--- config.mk ---
export PLATFORM = sky130hd
export DESIGN_NAME = ind_serial_port
export DESIGN_NICKNAME = d
export VERILOG_FILES = /design/src/rtl/isp_pkg.sv /design/src/rtl/isp_ctrl.sv /design/src/rtl/isp_datapath.sv /design/src/rtl/ind_serial_port.sv
export SDC_FILE = /design/constraint.sdc
export NUM_CORES = 1
export LEC_CHECK = 0
export BUFFER_PORTS_ARGS = -buffer_cell sky130_fd_sc_hd__buf_2
export CORE_MARGIN = 5
export CORE_UTILIZATION = 40
export CTS_BUF_LIST = sky130_fd_sc_hd__clkbuf_16
export DETAILED_ROUTE_END_ITERATION = 8
export MAX_ROUTING_LAYER = met4
export PLACE_DENSITY = 0.65
export SETUP_SLACK_MARGIN = 0.05
export SKIP_CTS_REPAIR_TIMING = 1
export SLEW_MARGIN = 40
export SYNTH_ARGS = -nofsm -noshare
export SYNTH_HDL_FRONTEND = slang
export SYNTH_SLANG_ARGS = --single-unit
export TNS_END_PERCENT = 10
--- constraint.sdc ---
create_clock -name clk -period 4.3 [get_ports clk]
set_input_delay 0.645 -clock clk [delete_from_list [all_inputs] [get_ports clk]]
set_output_delay 0.645 -clock clk [all_outputs]
set_load 0.005 [all_outputs]
--- src/rtl/isp_pkg.sv ---
package isp_pkg;
  localparam int NUM_CH   = 4;
  localparam int REG_W    = 8;
  localparam int NUM_SLOT = 2 * NUM_CH;
  localparam int STAT_W   = 5;
  localparam int IO_W     = REG_W - STAT_W;

  typedef struct packed {
    logic shiftIn;     // falling serial edge inside an access
    logic shiftOut;    // rising serial edge inside a read
    logic loadTx;      // select fell: capture status byte
    logic commitWrite; // select rose after exactly 8 bits of a write
    logic endRead;     // select rose at the end of a read
  } ispStrobes_t;
endpackage

--- src/rtl/isp_ctrl.sv ---
module isp_ctrl
  import isp_pkg::*;
#(
  parameter int MIN_GAP = 3
) (
  input  logic        clk,
  input  logic        rstN,
  input  logic        csN,
  input  logic        sclk,
  input  logic        rdPending,
  output ispStrobes_t strobes,
  output logic        sdoOe,
  output logic        gapErr
);
  localparam int CNT_W = 4;
  localparam int GAP_W = $clog2(MIN_GAP + 1);

  logic csQ, sclkQ;
  logic csFall, csRise, sclkFall, sclkRise, idleRise;
  logic [CNT_W-1:0] bitCnt;
  logic [GAP_W-1:0] gapCnt;
  logic readActive, sawAccess;

  always_ff @(posedge clk) begin
    if (!rstN) begin
      csQ   <= 1'b1;
      sclkQ <= 1'b1;
    end else begin
      csQ   <= csN;
      sclkQ <= sclk;
    end
  end

  always_comb begin
    csFall   = csQ & ~csN;
    csRise   = ~csQ & csN;
    sclkFall = sclkQ & ~sclk & ~csN & ~csQ;
    sclkRise = ~sclkQ & sclk & ~csN & ~csQ;
    idleRise = ~sclkQ & sclk & csN & csQ;
  end

  always_ff @(posedge clk) begin
    if (!rstN) begin
      bitCnt     <= '0;
      readActive <= 1'b0;
    end else begin
      if (csFall) begin
        bitCnt     <= '0;
        readActive <= rdPending;
      end else begin
        if (sclkFall && bitCnt < CNT_W'(9)) bitCnt <= bitCnt + 1'b1;
        if (csRise) readActive <= 1'b0;
      end
    end
  end

  always_ff @(posedge clk) begin
    if (!rstN) begin
      gapCnt    <= '0;
      sawAccess <= 1'b0;
      gapErr    <= 1'b0;
    end else begin
      if (csRise) begin
        gapCnt    <= '0;
        sawAccess <= 1'b1;
      end else if (idleRise && gapCnt < GAP_W'(MIN_GAP)) begin
        gapCnt <= gapCnt + 1'b1;
      end
      if (csFall && sawAccess && gapCnt < GAP_W'(MIN_GAP)) gapErr <= 1'b1;
    end
  end

  always_comb begin
    strobes.shiftIn     = sclkFall;
    strobes.shiftOut    = sclkRise & readActive;
    strobes.loadTx      = csFall;
    strobes.commitWrite = csRise & (bitCnt == CNT_W'(8)) & ~readActive;
    strobes.endRead     = csRise & readActive;
    sdoOe               = readActive & ~csN;
  end

  p_bitcnt_bound_r8: assert property (@(posedge clk) disable iff (!rstN)
    bitCnt <= CNT_W'(9));
  p_gap_sticky_r10: assert property (@(posedge clk) disable iff (!rstN)
    gapErr |=> gapErr);
  p_read_start_r6: assert property (@(posedge clk) disable iff (!rstN)
    $rose(readActive) |-> $past(rdPending));
  p_strobe_excl_r9: assert property (@(posedge clk) disable iff (!rstN)
    $onehot0({strobes.shiftIn, strobes.loadTx, strobes.commitWrite, strobes.endRead}));
endmodule

--- src/rtl/isp_datapath.sv ---
module isp_datapath
  import isp_pkg::*;
(
  input  logic                       clk,
  input  logic                       rstN,
  input  ispStrobes_t                strobes,
  input  logic                       sdi,
  input  logic [NUM_CH*STAT_W-1:0]   statusIn,
  input  logic [IO_W-1:0]            ch0Io,
  output logic                       sdo,
  output logic                       rdPending,
  output logic [REG_W-1:0]           cfgReg,
  output logic [NUM_SLOT*REG_W-1:0]  slotRegs,
  output logic [NUM_CH*REG_W-1:0]    sigCtrl
);
  localparam int CH_W = $clog2(NUM_CH);

  logic [REG_W-1:0] rxShift, txShift, statusWord;
  logic [CH_W-1:0]  chSel;
  logic             toCfg, toSlot, toSig;
  logic [NUM_SLOT-1:0] slotWe;
  logic [NUM_CH-1:0]   sigWe;

  assign chSel = cfgReg[3:2];

  always_comb begin
    statusWord = {statusIn[chSel*STAT_W +: STAT_W], ch0Io};
    toCfg  = strobes.commitWrite & rxShift[REG_W-1];
    toSlot = strobes.commitWrite & ~rxShift[REG_W-1] & ~cfgReg[6];
    toSig  = strobes.commitWrite & ~rxShift[REG_W-1] & (cfgReg[6:4] == 3'b101);
    for (int k = 0; k < NUM_SLOT; k++) begin
      slotWe[k] = toSlot && (k / NUM_CH == (cfgReg[1:0] == 2'b10 ? 1 : 0))
                  && (cfgReg[1:0] == 2'b01 || cfgReg[1:0] == 2'b10)
                  && (k % NUM_CH == int'(chSel));
    end
    for (int c = 0; c < NUM_CH; c++) sigWe[c] = toSig && (c == int'(chSel));
  end

  always_ff @(posedge clk) begin
    if (!rstN) begin
      rxShift   <= '0;
      txShift   <= '0;
      sdo       <= 1'b0;
      cfgReg    <= '0;
      rdPending <= 1'b0;
    end else begin
      if (strobes.shiftIn) rxShift <= {rxShift[REG_W-2:0], sdi};
      if (strobes.loadTx) begin
        txShift <= statusWord;
        sdo     <= 1'b0;
      end else if (strobes.shiftOut) begin
        sdo     <= txShift[REG_W-1];
        txShift <= {txShift[REG_W-2:0], 1'b0};
      end
      if (toCfg) begin
        cfgReg    <= rxShift;
        rdPending <= (rxShift[6:4] == 3'b101);
      end else if (strobes.endRead) begin
        rdPending <= 1'b0;
      end
    end
  end

  for (genvar k = 0; k < NUM_SLOT; k++) begin : g_slot
    always_ff @(posedge clk) begin
      if (!rstN) slotRegs[k*REG_W +: REG_W] <= '0;
      else if (slotWe[k]) slotRegs[k*REG_W +: REG_W] <= rxShift;
    end
  end

  for (genvar c = 0; c < NUM_CH; c++) begin : g_sig
    always_ff @(posedge clk) begin
      if (!rstN) sigCtrl[c*REG_W +: REG_W] <= '0;
      else if (sigWe[c]) sigCtrl[c*REG_W +: REG_W] <= rxShift;
    end
  end

  p_cfg_hold_r2: assert property (@(posedge clk) disable iff (!rstN)
    !strobes.commitWrite |=> $stable(cfgReg));
  p_sig_hold_r4: assert property (@(posedge clk) disable iff (!rstN)
    !strobes.commitWrite |=> $stable(sigCtrl));
  p_slot_hold_r3: assert property (@(posedge clk) disable iff (!rstN)
    !strobes.commitWrite |=> $stable(slotRegs));
  p_pend_clear_r6: assert property (@(posedge clk) disable iff (!rstN)
    strobes.endRead |=> !rdPending);
endmodule

--- src/rtl/ind_serial_port.sv ---
module ind_serial_port
  import isp_pkg::*;
#(
  parameter int MIN_GAP = 3
) (
  input  logic                      clk,
  input  logic                      rstN,
  input  logic                      csN,
  input  logic                      sclk,
  input  logic                      sdi,
  input  logic [NUM_CH*STAT_W-1:0]  statusIn,
  input  logic [IO_W-1:0]           ch0Io,
  output logic                      sdo,
  output logic                      sdoOe,
  output logic [REG_W-1:0]          cfgReg,
  output logic [NUM_SLOT*REG_W-1:0] slotRegs,
  output logic [NUM_CH*REG_W-1:0]   sigCtrl,
  output logic                      gapErr
);
  ispStrobes_t strobes;
  logic        rdPending;

  isp_ctrl #(.MIN_GAP(MIN_GAP)) ctrl_i (
    .clk(clk), .rstN(rstN), .csN(csN), .sclk(sclk), .rdPending(rdPending),
    .strobes(strobes), .sdoOe(sdoOe), .gapErr(gapErr)
  );

  isp_datapath dp_i (
    .clk(clk), .rstN(rstN), .strobes(strobes), .sdi(sdi),
    .statusIn(statusIn), .ch0Io(ch0Io), .sdo(sdo), .rdPending(rdPending),
    .cfgReg(cfgReg), .slotRegs(slotRegs), .sigCtrl(sigCtrl)
  );
endmodule

-- Word-level counts from Yosys, hierarchy flattened
Index checks and enable logic that the tools add are counted.
- magnitude comparators: 2
- add/subtract/negate cells: 2
- bitwise gates (word level): 27
- equality and inequality tests: 9
- muxes and demuxes: 7
- shift-type cells: 1
- div/mod/pow operators: 0
- multiply operators: 1
- reduce and logical (&&, ||, !) cells: 28
- operator list (cell ; number):
    equality test 2 x 32 -> 1 bit (first input constant) ; 1
    logical NOT 32 bit ; 1
    logical AND 1 bit ; 20
    variable part select 20 x 6 -> 5 bit ; 1
    AND 1 bit ; 19
    two-way mux 8 bit ; 2
    inverter 1 bit ; 8
    equality test 3 bit (second input constant) ; 2
    nonzero test 2 bit ; 3
    multiplier 2 x 3 -> 5 bit (second input constant) ; 1
    two-way mux 1 bit ; 5
    adder 4 x 1 -> 4 bit (second input constant) ; 1
    equality test 2 bit (first input constant) ; 2
    equality test 4 bit (second input constant) ; 1
    less-than comparator 4 bit (second input constant) ; 1
    OR reduction 2 bit ; 2
    adder 2 x 1 -> 2 bit (second input constant) ; 1
    equality test 1 x 2 -> 1 bit (first input constant) ; 1
    equality test 2 x 1 -> 1 bit (second input constant) ; 1
    equality test 2 bit (second input constant) ; 1
    logical NOT 2 bit ; 1
    less-than comparator 2 bit (second input constant) ; 1
    logical OR 1 bit ; 1
- register bits: 133
- bits in latches: 0
- logic and storage cells: 101
- memory bits (read-only): 0
- memory bits (writable): 0
- output and inout port bits: 107
- bits of input ports: 28
- memories kept: 0

-- Longest topological paths before layout
- depth after elaboration: 9
- gate-level depth with buffers: 9
- depth with buffers taken out: 6

-- Cells and area by module
Synthesis repeated with hierarchy kept, for this count alone.
- cells, all modules: 516
- area total of the unflattened synthesis: 5222.5 um^2
- modules (own cells, without submodules) (module ; seq. area each (um^2) ; area each (um^2) ; instances ; cells an instance):
    isp_datapath ; 2442.3 ; 4634.4 ; 1 ; 455
    isp_ctrl ; 220.2 ; 588.1 ; 1 ; 61

-- Worst setup path after synthesis
OpenSTA, ideal clock, no wires.
- kind: in2reg
- start: in sclk
- end: reg ctrl_i.bitCnt[1]
- library setup time: 0.117 ns
- cell stages on the path: 5
- data required time: 4.183 ns
- slack: 2.426 ns
- data arrival time: 1.756 ns
- path buffers: 1
- cells stage by stage: or4b_1 > buf_2 > a21oi_1 > mux2i_1 > nor2_1
- longest elaborated chain between the ends: 5
- RTL lines (what ; line ; source):
    start: declaration ; ind_serial_port.sv:9 ; input logic sclk,
    inverter 1 bit ; isp_ctrl.sv:37 ; sclkFall = sclkQ & ~sclk & ~csN & ~csQ;
    AND 1 bit (3 in series) ; isp_ctrl.sv:37 ;
    logical AND 1 bit ; isp_ctrl.sv:51 ; if (sclkFall && bitCnt < CNT_W'(9)) bitCnt <= bitCnt + 1'b1;
    end signal: assignment ; isp_ctrl.sv:51 ;
    end: declaration ; isp_ctrl.sv:20 ; logic [CNT_W-1:0] bitCnt;
Every way passes these cells.
A chain may end at the register's enable or synchronous reset.

-- Worst setup path after layout
- start: reg ctrl_i.bitCnt[0]
- end: reg dp_i.slotRegs[58]
- longest elaborated chain between the ends: 8
- RTL lines (what ; line ; source):
    equality test 4 bit ; isp_ctrl.sv:77 ; strobes.commitWrite = csRise & (bitCnt == CNT_W'(8)) & ~readActive;
    AND 1 bit (2 in series) ; isp_ctrl.sv:77 ;
    AND 1 bit (2 in series) ; isp_datapath.sv:29 ; toSlot = strobes.commitWrite & ~rxShift[REG_W-1] & ~cfgReg[6];
    logical AND 1 bit ; isp_datapath.sv:32 ; slotWe[k] = toSlot && (k / NUM_CH == (cfgReg[1:0] == 2'b10 ? 1 : 0))
    logical AND 1 bit ; isp_datapath.sv:33 ; && (cfgReg[1:0] == 2'b01 || cfgReg[1:0] == 2'b10)
    logical AND 1 bit ; isp_datapath.sv:34 ; && (k % NUM_CH == int'(chSel));
    end signal: indexed assignment ; isp_datapath.sv:67 ; else if (slotWe[k]) slotRegs[k*REG_W +: REG_W] <= rxShift;
    end: declaration ; isp_datapath.sv:13 ; output logic [NUM_SLOT*REG_W-1:0] slotRegs,
Every way passes these cells.

==> flow_summary.json <==
{
  "grt_pass1_vias": 3880,
  "use_met2_pct": 27.0,
  "drt_first_pass_iters": 4,
  "cp.arrival_ns": 2.72,
  "fmaxAchievable_ghz": 0.419,
  "synth_edf_count": 0,
  "drc": 0,
  "startpoint": "ctrl_i.bitCnt[0]",
  "die_x_um": 122,
  "layout.nets": 670,
  "antenna_found_initial": 0,
  "place_hpwl_mm": 8.67,
  "r2r-start": "ctrl_i.bitCnt[0]",
  "grt_util_all_layers_pct": 17.8,
  "cp_cell_sequence": "inv_1, ha_1, nor4bb_2, and2_4, and4_1, mux2i_1",
  "grt_overflow": 0,
  "wl_per_cell_um": 15.5,
  "syn2layout_area_growth_pct": 26.3,
  "critical_path_buf_inv_count": 1,
  "core_area_um2": 12500,
  "use_met1_pct": 22.4,
  "synth-seq-cells": 133,
  "outcome": "completed",
  "ant_nets": 0,
  "crit_path_end": "dp_i.slotRegs[58]",
  "htreeDepth": 4,
  "synth.avg_cell_area_um2": 9.63,
  "syn-num-nets": 556,
  "hold_class": "register to register",
  "drive_gt1_share_pct": 27.3,
  "design.die.area_um2": 14900,
  "leakagePower_nw": 2.89,
  "grt_pass1_wl_mm": 20.0,
  "clock_path_buffers": 2,
  "ys_warn_count": 0,
  "crit_family": "simple AND/OR/NAND/NOR gates",
  "viasPerCell": 4.97,
  "via_count": 4081,
  "syn_area_um2": 5030,
  "grt_use_met3_pct": 5.62,
  "fin_crit_ns": 2.39,
  "tritoncts": "done",
  "rsz0062_at_grt": "false",
  "clock-sinks": 133,
  "power.density_nw_per_um2": 429,
  "max_cap_viol_count": 0,
  "final.setup_skew_ns": 0.0147,
  "netlist_instances": 522,
  "start_util_pct": 40.3,
  "busiest_layer": "met2",
  "maxSlewViolCount": 0,
  "worstSkewPairLatency_ns": 0.42,
  "fin_setup_tns_ns": 0,
  "crit_path_top_delay_cell": "nor4bb_2",
  "reg2reg_to": "dp_i.slotRegs[58]",
  "reg2reg_slack_ns": 1.91,
  "synth-seq-area-share_pct": 53.0,
  "async_reset_ff_share_pct": 0,
  "path_depth": 6,
  "routabilityCongestion": 0.804,
  "ios": 135,
  "ys_types": 39,
  "wl_mm": 12.8,
  "path_max_fanout": 8,
  "numPortBuffers": 134,
  "drtIter0Drc": 194,
  "diodes": 0,
  "fin_crit_sh_pct": 55.5,
  "clk_pin_slew_worst_paths_ns": 0.06,
  "fp.dieH_um": 122,
  "n_fill_cell": 1146,
  "slew_headroom_pct": 50.2,
  "dp_cells": 789,
  "ys.flop_type": "dfxtp_1",
  "irDropWorstVdd_mv": 0.256,
  "worstMarginPinSlew_ns": 0.746,
  "final_cell_mix": "dfxtp_1, buf_2, nand2_1",
  "cp-start-kind": "register",
  "stdcell_count": 821,
  "end_kind": "register",
  "crit_required_ns": 4.64,
  "rows": 41,
  "worstSetupPathType": "register to register",
  "cp_slowest_stage_delay_ns": 0.64,
  "finalSetupViolCount": 0,
  "finalHoldViolations": 0,
  "r2r_cells": 6,
  "cts_buffers": 17,
  "cts_root_buf": "clkbuf_16",
  "grt_max_degree": 80
}
-- cell families after synthesis --
| kind of cell | Yosys count | synth area share [%] |
|---|---|---|
| and+or+nand+nor | 193 | 20.1 |
| DFF | 133 | 53.0 |
| AOI/OAI and AO/OA | 75 | 8.36 |
| muxes | 62 | 12.3 |
| buffers and inverters | 50 | 4.23 |
| adders and majority gates | 6 | 1.49 |
| xor gates and xnor gates | 3 | 0.523 |
-- metal layers --
metal / vias to the layer above / part of all wire, %
li1: 2037 / -
met1: 1913 / 47
met2: 115 / 45
met3: 16 / 6.7
met4: 0 / 1.5
met5: - / 0
-- power by group --
part | total (mW) | internal [mW] | switching (mW) | leakage, nW
logic | 0.0625 | 0.0230 | 0.0395 | 1.54
clock network | 1.42 | 0.856 | 0.561 | 0.276
registers | 1.25 | 1.24 | 0.00482 | 1.07
-- final cells by class --
cell class,count,area (um^2),area share [%]
Clock inverter,15,155,2.44
Clock buffer,17,425,6.70
Sequential cell,133,2660,41.9
Multi-Input combinational cell,339,2170,34.1
Timing Repair Buffer,136,688,10.8
Tap cell,172,215,3.39
Inverter,9,33.8,0.532
-- worst reg2reg max path, stage by stage (launching register included) --
cell and delay [ns]:
dfxtp_1 0.34, inv_1 0.07, ha_1 0.15, nor4bb_2 0.64, and2_4 0.35, and4_1 0.51, mux2i_1 0.25
-- how the worst min path moves through the flow --
stage | from | end | depth (start not counted)
floorplan | dp_i.slotRegs[63] | dp_i.slotRegs[63] | 2
global placement | dp_i.slotRegs[63] | dp_i.slotRegs[63] | 2
detailed placement | dp_i.slotRegs[63] | dp_i.slotRegs[63] | 2
CTS | dp_i.slotRegs[63] | dp_i.slotRegs[63] | 2
global route | dp_i.slotRegs[63] | dp_i.slotRegs[63] | 2
finish | dp_i.slotRegs[63] | dp_i.slotRegs[63] | 2
-- synthesized netlist by cell type, types with 3 or more instances --
library cell | number | area [um^2]
inv_1 | 9 | 33.8
nand2_1 | 78 | 293
nand2b_1 | 4 | 25.0
ha_1 | 6 | 75.1
nor2b_1 | 3 | 18.8
nand3_1 | 60 | 300
nand4_4 | 4 | 85.1
nor2_1 | 12 | 45.0
buf_1 | 5 | 18.8
mux2i_1 | 62 | 621
o21ai_0 | 52 | 260
buf_2 | 5 | 25.0
a21oi_1 | 8 | 40.0
dfxtp_1 | 133 | 2660
and3_1 | 11 | 68.8
nand4_1 | 7 | 43.8
a21boi_0 | 10 | 75.1
clkbuf_1 | 28 | 105
-- state kept, by name, summed over array words and instances (netlist names) --
register	flops
dp_i.sdo	1
dp_i.sigCtrl	32
ctrl_i.csQ	1
ctrl_i.bitCnt	4
dp_i.txShift	8
dp_i.rxShift	8
ctrl_i.gapErr	1
dp_i.rdPending	1
dp_i.slotRegs	64
dp_i.cfgReg	8
ctrl_i.sawAccess	1
ctrl_i.gapCnt	2
ctrl_i.sclkQ	1
ctrl_i.readActive	1
-- stage by stage --
step           worst slack (ns)  power (mW)  cell area (um^2)  hold slack (ns)  util, %
6_report                   1.91        2.72              6350            0.442     50.9
5_1_grt                    1.62        2.81              6350            0.450     50.9
4_1_cts                    1.90        2.74              6340            0.439     50.8
3_5_place_dp               1.91        1.33              5760            0.426     46.2
3_3_place_gp               1.50        1.33              5750            0.437     46.1
2_1_floorplan              2.43        1.31              5030            0.426        -
Note: power is estimated with default switching activity, not from simulation.
